==> src/rtl/lerr_pkg.sv <==
package lerr_pkg;
  // Per-cycle commands from control to the counter datapath
  typedef struct packed {
    logic clrDet;
    logic clrCorr;
    logic incDet;
    logic incCorr;
  } cntCtl_t;
endpackage

==> src/rtl/lerr_sat_counter.sv <==
module lerr_sat_counter #(
  parameter int W = 8
) (
  input  logic         clk,
  input  logic         rstN,
  input  logic         clr,
  input  logic         inc,
  output logic [W-1:0] count
);
  localparam logic [W-1:0] CNT_MAX = '1;
  localparam logic [W-1:0] CNT_ONE = W'(1);

  always_ff @(posedge clk or negedge rstN) begin
    if (!rstN)                       count <= '0;
    else if (clr)                    count <= inc ? CNT_ONE : '0;
    else if (inc && count != CNT_MAX) count <= count + CNT_ONE;
  end

  assert_sat_hold_R3: assert property (@(posedge clk) disable iff (!rstN)
    (count == CNT_MAX && inc && !clr) |=> count == CNT_MAX);

  assert_step_R2: assert property (@(posedge clk) disable iff (!rstN)
    (!clr && inc && count != CNT_MAX) |=> count == $past(count) + CNT_ONE);

  assert_clear_R6: assert property (@(posedge clk) disable iff (!rstN)
    clr |=> (count == '0 || count == CNT_ONE));
endmodule

==> src/rtl/lerr_datapath.sv <==
module lerr_datapath
  import lerr_pkg::*;
#(
  parameter int W = 8
) (
  input  logic         clk,
  input  logic         rstN,
  input  cntCtl_t      ctl,
  input  logic [W-1:0] detThresh,
  input  logic [W-1:0] corrThresh,
  output logic [W-1:0] detCount,
  output logic [W-1:0] corrCount,
  output logic         overDet,
  output logic         overCorr
);
  localparam int NCH = 2;

  logic         clrV [NCH];
  logic         incV [NCH];
  logic [W-1:0] thrV [NCH];
  logic [W-1:0] cntV [NCH];
  logic         overV[NCH];

  assign clrV[0] = ctl.clrDet;
  assign incV[0] = ctl.incDet;
  assign thrV[0] = detThresh;
  assign clrV[1] = ctl.clrCorr;
  assign incV[1] = ctl.incCorr;
  assign thrV[1] = corrThresh;

  for (genvar ch = 0; ch < NCH; ch++) begin : g_chan
    lerr_sat_counter #(.W(W)) i_cnt (
      .clk  (clk),
      .rstN (rstN),
      .clr  (clrV[ch]),
      .inc  (incV[ch]),
      .count(cntV[ch])
    );
    assign overV[ch] = cntV[ch] > thrV[ch];
  end

  assign detCount  = cntV[0];
  assign corrCount = cntV[1];
  assign overDet   = overV[0];
  assign overCorr  = overV[1];
endmodule

==> src/rtl/lerr_ctrl.sv <==
module lerr_ctrl
  import lerr_pkg::*;
#(
  parameter int AUTO_DLY = 50
) (
  input  logic    clk,
  input  logic    rstN,
  input  logic    detErrStb,
  input  logic    corrErrStb,
  input  logic    linkLocked,
  input  logic    prbsMode,
  input  logic    prbsErrStb,
  input  logic    rdDetStb,
  input  logic    rdCorrStb,
  input  logic    autoRstEn,
  input  logic    overDet,
  input  logic    overCorr,
  output cntCtl_t ctl,
  output logic    errFlag
);
  localparam int AGE_W = (AUTO_DLY > 1) ? $clog2(AUTO_DLY) : 1;
  localparam logic [AGE_W-1:0] AGE_LAST = AGE_W'(AUTO_DLY - 1);

  logic             lockQ;
  logic             lockRise;
  logic             autoRst;
  logic             wipeAll;
  logic             countOk;
  logic             flagSet;
  logic             flagClr;
  logic [AGE_W-1:0] ageCnt;

  assign lockRise = linkLocked & ~lockQ;
  assign autoRst  = errFlag & autoRstEn & ~prbsMode & (ageCnt == AGE_LAST);
  assign wipeAll  = lockRise | autoRst | prbsMode;
  assign countOk  = linkLocked & ~wipeAll;

  always_comb begin
    ctl.clrDet  = wipeAll | rdDetStb;
    ctl.clrCorr = wipeAll | rdCorrStb;
    ctl.incDet  = detErrStb & countOk;
    ctl.incCorr = corrErrStb & countOk;
  end

  assign flagSet = prbsMode ? prbsErrStb : (overDet | overCorr);
  assign flagClr = lockRise | autoRst | rdDetStb | rdCorrStb;

  always_ff @(posedge clk or negedge rstN) begin
    if (!rstN) begin
      lockQ   <= 1'b0;
      errFlag <= 1'b0;
      ageCnt  <= '0;
    end else begin
      lockQ   <= linkLocked;
      errFlag <= flagClr ? 1'b0 : (errFlag | flagSet);
      if (!errFlag)               ageCnt <= '0;
      else if (ageCnt != AGE_LAST) ageCnt <= ageCnt + AGE_W'(1);
    end
  end

  assert_prbs_flag_R9: assert property (@(posedge clk) disable iff (!rstN)
    (prbsMode && prbsErrStb && !rdDetStb && !rdCorrStb && linkLocked && lockQ) |=> errFlag);

  assert_release_R8: assert property (@(posedge clk) disable iff (!rstN)
    (rdDetStb || rdCorrStb) |=> !errFlag);

  assert_lock_release_R5: assert property (@(posedge clk) disable iff (!rstN)
    (linkLocked && !lockQ) |=> !errFlag);

  assert_age_restart_R10: assert property (@(posedge clk) disable iff (!rstN)
    $rose(errFlag) |-> ageCnt == '0);

  assert_no_auto_off_R11: assert property (@(posedge clk) disable iff (!rstN)
    (errFlag && (!autoRstEn || prbsMode) && !rdDetStb && !rdCorrStb && !(linkLocked && !lockQ))
      |=> errFlag);
endmodule

==> src/rtl/lerr_monitor.sv <==
module lerr_monitor
  import lerr_pkg::*;
#(
  parameter int CNT_W       = 8,
  parameter int CLK_HZ      = 50_000_000,
  parameter int AUTO_RST_NS = 1000
) (
  input  logic             clk,
  input  logic             rstN,
  input  logic             detErrStb,
  input  logic             corrErrStb,
  input  logic             linkLocked,
  input  logic             prbsMode,
  input  logic             prbsErrStb,
  input  logic             rdDetStb,
  input  logic             rdCorrStb,
  input  logic             autoRstEn,
  input  logic [CNT_W-1:0] detThresh,
  input  logic [CNT_W-1:0] corrThresh,
  output logic [CNT_W-1:0] detCount,
  output logic [CNT_W-1:0] corrCount,
  output logic             errFlagN
);
  localparam int DLY_RAW  = (CLK_HZ / 1_000_000) * AUTO_RST_NS / 1000;
  localparam int AUTO_DLY = (DLY_RAW < 1) ? 1 : DLY_RAW;

  cntCtl_t ctl;
  logic    overDet;
  logic    overCorr;
  logic    errFlag;

  lerr_ctrl #(.AUTO_DLY(AUTO_DLY)) i_ctrl (
    .clk       (clk),
    .rstN      (rstN),
    .detErrStb (detErrStb),
    .corrErrStb(corrErrStb),
    .linkLocked(linkLocked),
    .prbsMode  (prbsMode),
    .prbsErrStb(prbsErrStb),
    .rdDetStb  (rdDetStb),
    .rdCorrStb (rdCorrStb),
    .autoRstEn (autoRstEn),
    .overDet   (overDet),
    .overCorr  (overCorr),
    .ctl       (ctl),
    .errFlag   (errFlag)
  );

  lerr_datapath #(.W(CNT_W)) i_data (
    .clk       (clk),
    .rstN      (rstN),
    .ctl       (ctl),
    .detThresh (detThresh),
    .corrThresh(corrThresh),
    .detCount  (detCount),
    .corrCount (corrCount),
    .overDet   (overDet),
    .overCorr  (overCorr)
  );

  assign errFlagN = ~errFlag;

  assert_prbs_zero_R9: assert property (@(posedge clk) disable iff (!rstN)
    prbsMode |=> (detCount == '0 && corrCount == '0));

  assert_unlocked_hold_R4: assert property (@(posedge clk) disable iff (!rstN)
    !linkLocked |=> (detCount == '0 || detCount == $past(detCount)));
endmodule

==> config.mk <==
export PLATFORM = sky130hd
export DESIGN_NAME = lerr_monitor
export DESIGN_NICKNAME = d
export VERILOG_FILES = /design/src/rtl/lerr_pkg.sv /design/src/rtl/lerr_sat_counter.sv /design/src/rtl/lerr_datapath.sv /design/src/rtl/lerr_ctrl.sv /design/src/rtl/lerr_monitor.sv
export SDC_FILE = /design/constraint.sdc
export NUM_CORES = 1
export LEC_CHECK = 0
export BUFFER_PORTS_ARGS = -buffer_cell sky130_fd_sc_hd__buf_2
export CORE_MARGIN = 8
export CORE_UTILIZATION = 53
export DETAILED_ROUTE_END_ITERATION = 12
export PLACE_DENSITY = 0.82
export SLEW_MARGIN = 10
export SYNTH_ARGS = -nofsm -noshare
export SYNTH_HDL_FRONTEND = slang
export SYNTH_SLANG_ARGS = --single-unit
==> constraint.sdc <==
create_clock -name clk -period 2.2 [get_ports clk]
set_input_delay 0.22 -clock clk [delete_from_list [all_inputs] [get_ports clk]]
set_output_delay 0.22 -clock clk [all_outputs]
set_load 0.005 [all_outputs]
==> results of run 1 <==
[sequential cells by signal, indices dropped and copies added (netlist names)]
name and flops:
i_ctrl.ageCnt 6, i_ctrl.errFlag 1, i_data.g_chan.i_cnt.count 16, i_ctrl.lockQ 1
[logic make-up after synthesis]
family | after synthesis | share of synthesized area [%]
and+or+nand+nor | 81 | 26.90
muxes | 2 | 1.170
AOI/OAI and AO/OA | 30 | 10.67
adders and majority gates | 20 | 14.62
xor gates and xnor gates | 10 | 5.117
DFF | 24 | 35.09
buffers and inverters | 25 | 6.432
[layer usage]
layer | vias to the layer above | share of wire, % | track usage, %
met3 | 4 | 6.4 | 5.082
met2 | 36 | 48 | 25.65
met1 | 725 | 44 | 18.12
met4 | 0 | 0.82 | 2.000
li1 | 783 | - | -
met5 | - | 0 | 0
[area by class of cell]
type / count / area share, %
tap: 44 / 2.699
multi-input combinational: 143 / 49.32
inverter: 20 / 3.681
clock buffer: 3 / 1.104
clock inverter: 1 / 1.472
sequential: 24 / 29.45
timing repair buffer: 47 / 12.27
[power by group through the flow]
stage / logic, mW / clock network [mW] / registers (mW)
2_1_floorplan: 0.0525 / 0 / 0.459
3_3_place_gp: 0.0974 / 0 / 0.458
3_5_place_dp: 0.0992 / 0 / 0.459
4_1_cts: 0.101 / 0.332 / 0.450
5_1_grt: 0.115 / 0.351 / 0.451
6_report: 0.101 / 0.324 / 0.450
[cell usage after synthesis, types with 2 or more instances]
| cell | count | area, um^2 |
|---|---|---|
| o21ai_0 | 8 | 40.04 |
| and2_1 | 5 | 31.28 |
| o211ai_1 | 4 | 30.03 |
| nor4_1 | 2 | 12.51 |
| nor3_1 | 3 | 15.01 |
| or3_1 | 3 | 18.77 |
| dfrtp_1 | 24 | 600.6 |
| mux2i_1 | 2 | 20.02 |
| a21oi_1 | 10 | 50.05 |
| or4_1 | 3 | 22.52 |
| xor2_1 | 8 | 70.07 |
| nand2_1 | 5 | 18.77 |
| xnor2_1 | 2 | 17.52 |
| nor2_1 | 14 | 52.55 |
| a211oi_1 | 5 | 37.54 |
| inv_1 | 20 | 75.07 |
| clkbuf_1 | 2 | 7.510 |
| nand3_1 | 16 | 80.08 |
| and3_1 | 6 | 37.54 |
| nand4_1 | 12 | 75.07 |
| nor2b_1 | 3 | 18.77 |
| buf_6 | 2 | 22.52 |
| ha_1 | 20 | 250.2 |
[path summary, 6_finish.rpt]
kind / from / end
setup / recovery: i_ctrl.ageCnt[0] / i_data.g_chan[0].i_cnt.count[7]
hold / removal: linkLocked / i_ctrl.lockQ
setup reg to reg: i_ctrl.ageCnt[0] / i_data.g_chan[0].i_cnt.count[7]
hold reg to reg: i_data.g_chan[1].i_cnt.count[0] / i_data.g_chan[1].i_cnt.count[0]
max in group asynchronous: rstN / i_data.g_chan[0].i_cnt.count[7]
min in group asynchronous: rstN / i_data.g_chan[1].i_cnt.count[2]
[what timing repair did]
action,CTS,global route
resized for setup,0,1
buffers inserted,0,0
hold buffers,1,0
setup endpoints to repair,0,6
hold endpoints to repair,24,0
==> results.txt, run 1 <==
FF+latch count, synth -> 24
Total GRT Usage -> 15.03%
Maximum VDD drop -> 0.4746 mV
Clk root buf -> clkbuf_4
IO Count -> 43
Die Ht -> 72.83 um
Unique masters post-synth -> 36
Asr flop ratio synth -> 100.0%
Avg Vias per Cell -> 5.489
Setup ws final -> 176.0 ps
Final min period -> 2024 ps
Slowest cell delay on critical path -> 540 ps
Slew headroom -> 62.69%
Post-layout util -> 66.80%
Number of global-route vias before repair -> 1511
ANT cells -> 0
Net Sw Power -> 0.2002 mW
Clock transition at path regs -> 130 ps
Placed cell area -> 1972 um^2
LEAKAGE -> 1.052 nW
CP Capture Type -> flop
P_int -> 0.6748 mW
Final instance area -> 2039 um^2
Crit path required time -> 2470 ps
Via count -> 1548
Most common cell after layout, fill and taps aside -> buf_2
Clock sinks -> 24
Final Hold Viols -> 0
Fill cell count -> 276
Seq pwr share -> 51.5%
Nets -> 285
First-pass GRT wire length -> 6.513 mm
DR pass1 iterations -> 4
Fin crit share -> 92.00%
Setup slack, reg-to-reg -> 180 ps
Fmax -> 0.4941 GHz
# setup viols final -> 0
WL per Instance -> 13.45 um
Share of power burned in combinational logic -> 11.5%
Crit path buffers/inverters -> 0
CTS tree -> built
DP Cell Count -> 277
Layout area overhead -> 19.15%
Worst Path Class, Setup -> flop to flop
Largest net degree at the start of global routing -> 25
Clock power share -> 37.0%
Non-Filler Instances -> 282
Total grt overflow -> 0
Mapped Area -> 1712 um^2
Data arrival time of the critical path -> 2290 ps
Syn nets -> 238
Rows -> 20
Slew of the pin with the lowest slew margin -> 554.6 ps
DP Worst Slack -> 163.2 ps
Final HPWL DP -> 2.920 mm
Syn Area/Cell -> 8.915 um^2
RSZ-0062 raised after global routing -> false
Crit Path Max Fanout -> 9
Synth warn -> 0
RD Place Congestion -> 0.8357
EDFF count, synth -> 0
Initial core utilization -> 56.07%
Slowest-stage cell, CP -> or4_4
CP Cell Sequence -> ha_1 > nand4_1 > nor2_2 > or4_4 > or4_1 > nand2_1
Crit path depth -> 6
DRT antenna net count -> 0
CTS Buf Count -> 3
Share of layout cells above drive strength 1 -> 23.95%
Clock Latency Late Sink -> 320 ps
Total negative slack -> 0 ps
Pwr dens -> 429.0 nW/um^2
Main flop type after synthesis -> dfrtp_1
Max clock buf depth -> 2
Delay-heaviest family, CP -> simple AND/OR/NAND/NOR gates
Hold Path Depth -> 1
FF/Latch Area -> 600.6 um^2
Area of the multi-input gates -> 1006 um^2
Status -> complete, no violations
Cells after synthesis -> 192
Worst hold margin -> 31.07 ps
Die Wd -> 72.83 um
Die ar. -> 5304 um^2
Sw Ratio -> 22.88%
Post-Route WL -> 3.792 mm
HP Class -> primary input to flop
Clock Skew -> 8.102 ps
Iter 0 DRT Violations -> 89
Startpoint types -> flop
CORE AREA -> 3053 um^2
Overall Power -> 0.8750 mW
Sequential element share of the synthesized area -> 35.09%
Port Buffers -> 42
# DRC -> 0
Reg2reg path depth -> 6
Initial antenna violation count -> 0
Max-cap violation count -> 0
Most frequent cells in the layout -> 42 x buf_2, 24 x dfrtp_1, 20 x inv_1, 20 x ha_1, 15 x nand3_1
H-tree Lvls -> 1
Max-slew violations -> 0
No activity file was read; power rests on OpenSTA's default activity.
==> inputs of run 2 (changes only) <==
--- a/config.mk
+++ b/config.mk
@@ -5,11 +5,12 @@
 export SDC_FILE = /design/constraint.sdc
 export NUM_CORES = 1
 export LEC_CHECK = 0
-export BUFFER_PORTS_ARGS = -buffer_cell sky130_fd_sc_hd__buf_2
+export CORE_ASPECT_RATIO = 1.5
 export CORE_MARGIN = 8
-export CORE_UTILIZATION = 53
+export CORE_UTILIZATION = 63
 export DETAILED_ROUTE_END_ITERATION = 12
-export PLACE_DENSITY = 0.82
+export DONT_BUFFER_PORTS = 1
+export PLACE_DENSITY = 0.81
 export SLEW_MARGIN = 10
 export SYNTH_ARGS = -nofsm -noshare
 export SYNTH_HDL_FRONTEND = slang
==> run 2 against run 1 <==
Compared with the run above:
- sequential share of layout area rose by 3.1 points
- cell count fell by 16%
- utilization rose by 3.8 points
==> results.txt, run 2 (synthesized netlist as in run 1, its figures left out) <==
HP Class -> primary input to flop
Hold Path Origin -> detErrStb
Crit path required time -> 2400 ps (-70 ps)
Slowest-stage cell, CP -> or4_4
Via count -> 1490 (-3.7%)
Final min period -> 2078 ps (+53.82 ps)
Max-cap violation count -> 0 (unchanged)
Nets -> 246 (-14%)
RSZ-0062 raised after global routing -> false
Share of layout cells above drive strength 1 -> 8.543% (-15 points)
Clock Skew -> 1.838 ps (-6.263 ps)
CORE AREA -> 2619 um^2 (-14%)
Largest regs -> i_data.g_chan.i_cnt.count (16), i_ctrl.ageCnt (6)
Post-layout util -> 70.57% (+3.8 points)
Startpoint types -> flop
Largest net degree at the start of global routing -> 25 (unchanged)
IO Count -> 43 (unchanged)
Worst R2R Start -> i_ctrl.ageCnt[0]
Pwr dens -> 442.8 nW/um^2 (+3.2%)
Clock transition at path regs -> 80 ps (-50 ps)
CP Cell Sequence -> ha_1 > nand4_1 > nor2_2 > or4_4 > or4_1 > nand2_1
ANT cells -> 0 (unchanged)
Avg Vias per Cell -> 6.314 (+15%)
Max clock buf depth -> 2 (unchanged)
Iter 0 DRT Violations -> 48 (-46%)
Clk root buf -> clkbuf_8
Post-Route WL -> 4.318 mm (+14%)
Initial antenna violation count -> 0 (unchanged)
DR pass1 iterations -> 4 (unchanged)
# setup viols final -> 0 (unchanged)
CTS tree -> built
Clock Latency Late Sink -> 260 ps (-60 ps)
Number of global-route vias before repair -> 1580 (+4.6%)
Die Ht -> 79.84 um (+9.6%)
Final Hold Viols -> 0 (unchanged)
CP Capture Type -> flop
Critical path launch point -> i_ctrl.ageCnt[0]
Slowest cell delay on critical path -> 550 ps (about the same)
Status -> complete, no violations
Most common cell after layout, fill and taps aside -> dfrtp_1
Data arrival time of the critical path -> 2280 ps (about the same)
DRT antenna net count -> 0 (unchanged)
CTS Buf Count -> 3 (unchanged)
Die Wd -> 58.56 um (-20%)
Clock sinks -> 24 (unchanged)
Slew headroom -> 27.82% (-35 points)
Largest register FFs -> 16 (unchanged)
Initial core utilization -> 65.36% (+9.3 points)
Max-slew violations -> 0 (unchanged)
Maximum VDD drop -> 0.3472 mV (-27%)
Layout area overhead -> 7.968%
Fin crit share -> 94.45% (+2.4 points)
H-tree Lvls -> 1 (unchanged)
Biggest register -> i_data.g_chan.i_cnt.count
Fmax -> 0.4813 GHz (-2.6%)
Crit Path Max Fanout -> 9 (unchanged)
Total grt overflow -> 0 (unchanged)
WL per Instance -> 18.30 um (+36%)
LEAKAGE -> 0.8781 nW (-17%)
# DRC -> 0 (unchanged)
RD Place Congestion -> 0.8221 (-1.6%)
Total GRT Usage -> 18.95% (+3.9 points)
Worst Path Class, Setup -> flop to flop
Rows -> 23 (+15%)
Final HPWL DP -> 3.357 mm (+15%)
Post-CTS Setup Bufs -> 0 (unchanged)
Port Buffers -> 0 (-100%)
Most frequent cells in the layout -> 24 x dfrtp_1, 20 x inv_1, 20 x ha_1
First-pass GRT wire length -> 7.093 mm (+8.9%)
Slew of the pin with the lowest slew margin -> 1079 ps (+524.6 ps)
Total negative slack -> 0 ps (unchanged)
Die ar. -> 4675 um^2 (-12%)
-- run 2: cell types whose count changed in the layout (fill, tap and decap cells not counted), sizes merged --
cell         before  now
bufinv            1    0
clkbuf            3    4
dlygate4sd3       1    2
buf              46    6
-- run 2: report_power, final --
part | internal [mW] | switching (mW)
registers | 0.445 | 0.00558
logic | 0.0299 | 0.0463
clock network | 0.159 | 0.132
-- run 2: final timing paths --
kind | to | slack [ps] | cells past startpoint
min | i_data.g_chan[0].i_cnt.count[0] | 100 | 2
min in group asynchronous | i_ctrl.errFlag | 600 | 1
max reg2reg | i_data.g_chan[0].i_cnt.count[7] | 120 | 6
max | i_data.g_chan[0].i_cnt.count[7] | 120 | 6
min reg2reg | i_ctrl.ageCnt[5] | 610 | 2
max in group asynchronous | i_data.g_chan[1].i_cnt.count[4] | 950 | 1
-- run 2: layout make-up --
type | count | area, um^2
well taps | 37 | 46.29
repair buffers | 8 | 65.06
clock buffers | 4 | 55.05
multi-input cells | 143 | 1006
fillers | 203 | 770.7
inverters | 20 | 75.07
flip-flops and latches | 24 | 600.6
-- run 2: repair_timing --
item                                   in CTS  in global routing
hold buffers                                2                  0
endpoints found under the hold margin      25                  0
resized for setup                           0                  1
setup endpoints to repair                   0                  3
-- run 2: routing by layer --
layer	share of wire, %	vias to the layer above	routed length [um]	global-route usage [%]
li1	-	706	-	-
met1	36	730	1543	19.18
met2	55	50	2387	34.70
met3	8.4	4	362	5.484
met4	0.58	0	25	7.882
met5	0	-	0	0
-- run 2: critical path, delay by kind of cell (launching register included) --
family / cells / cell delay (ps)
and+or+nand+nor: 5 / 1360
DFF: 1 / 420
adders and majority gates: 1 / 230
-- run 2: stage by stage --
stage | instance area [um^2] | cells | hold WS (ps) | setup WS, ps | power [mW]
after floorplan | 1712 | 192 | -75.59 | 206.7 | 0.5111
after global placement | 1768 | 230 | -74.96 | 225.2 | 0.5168
after detailed placement | 1768 | 230 | -74.89 | 152.1 | 0.5234
after CTS | 1843 | 236 | 98.50 | 106.4 | 0.8220
after global routing | 1848 | 236 | 105.7 | 73.34 | 0.8549
final | 1848 | 236 | 104.4 | 122.2 | 0.8183
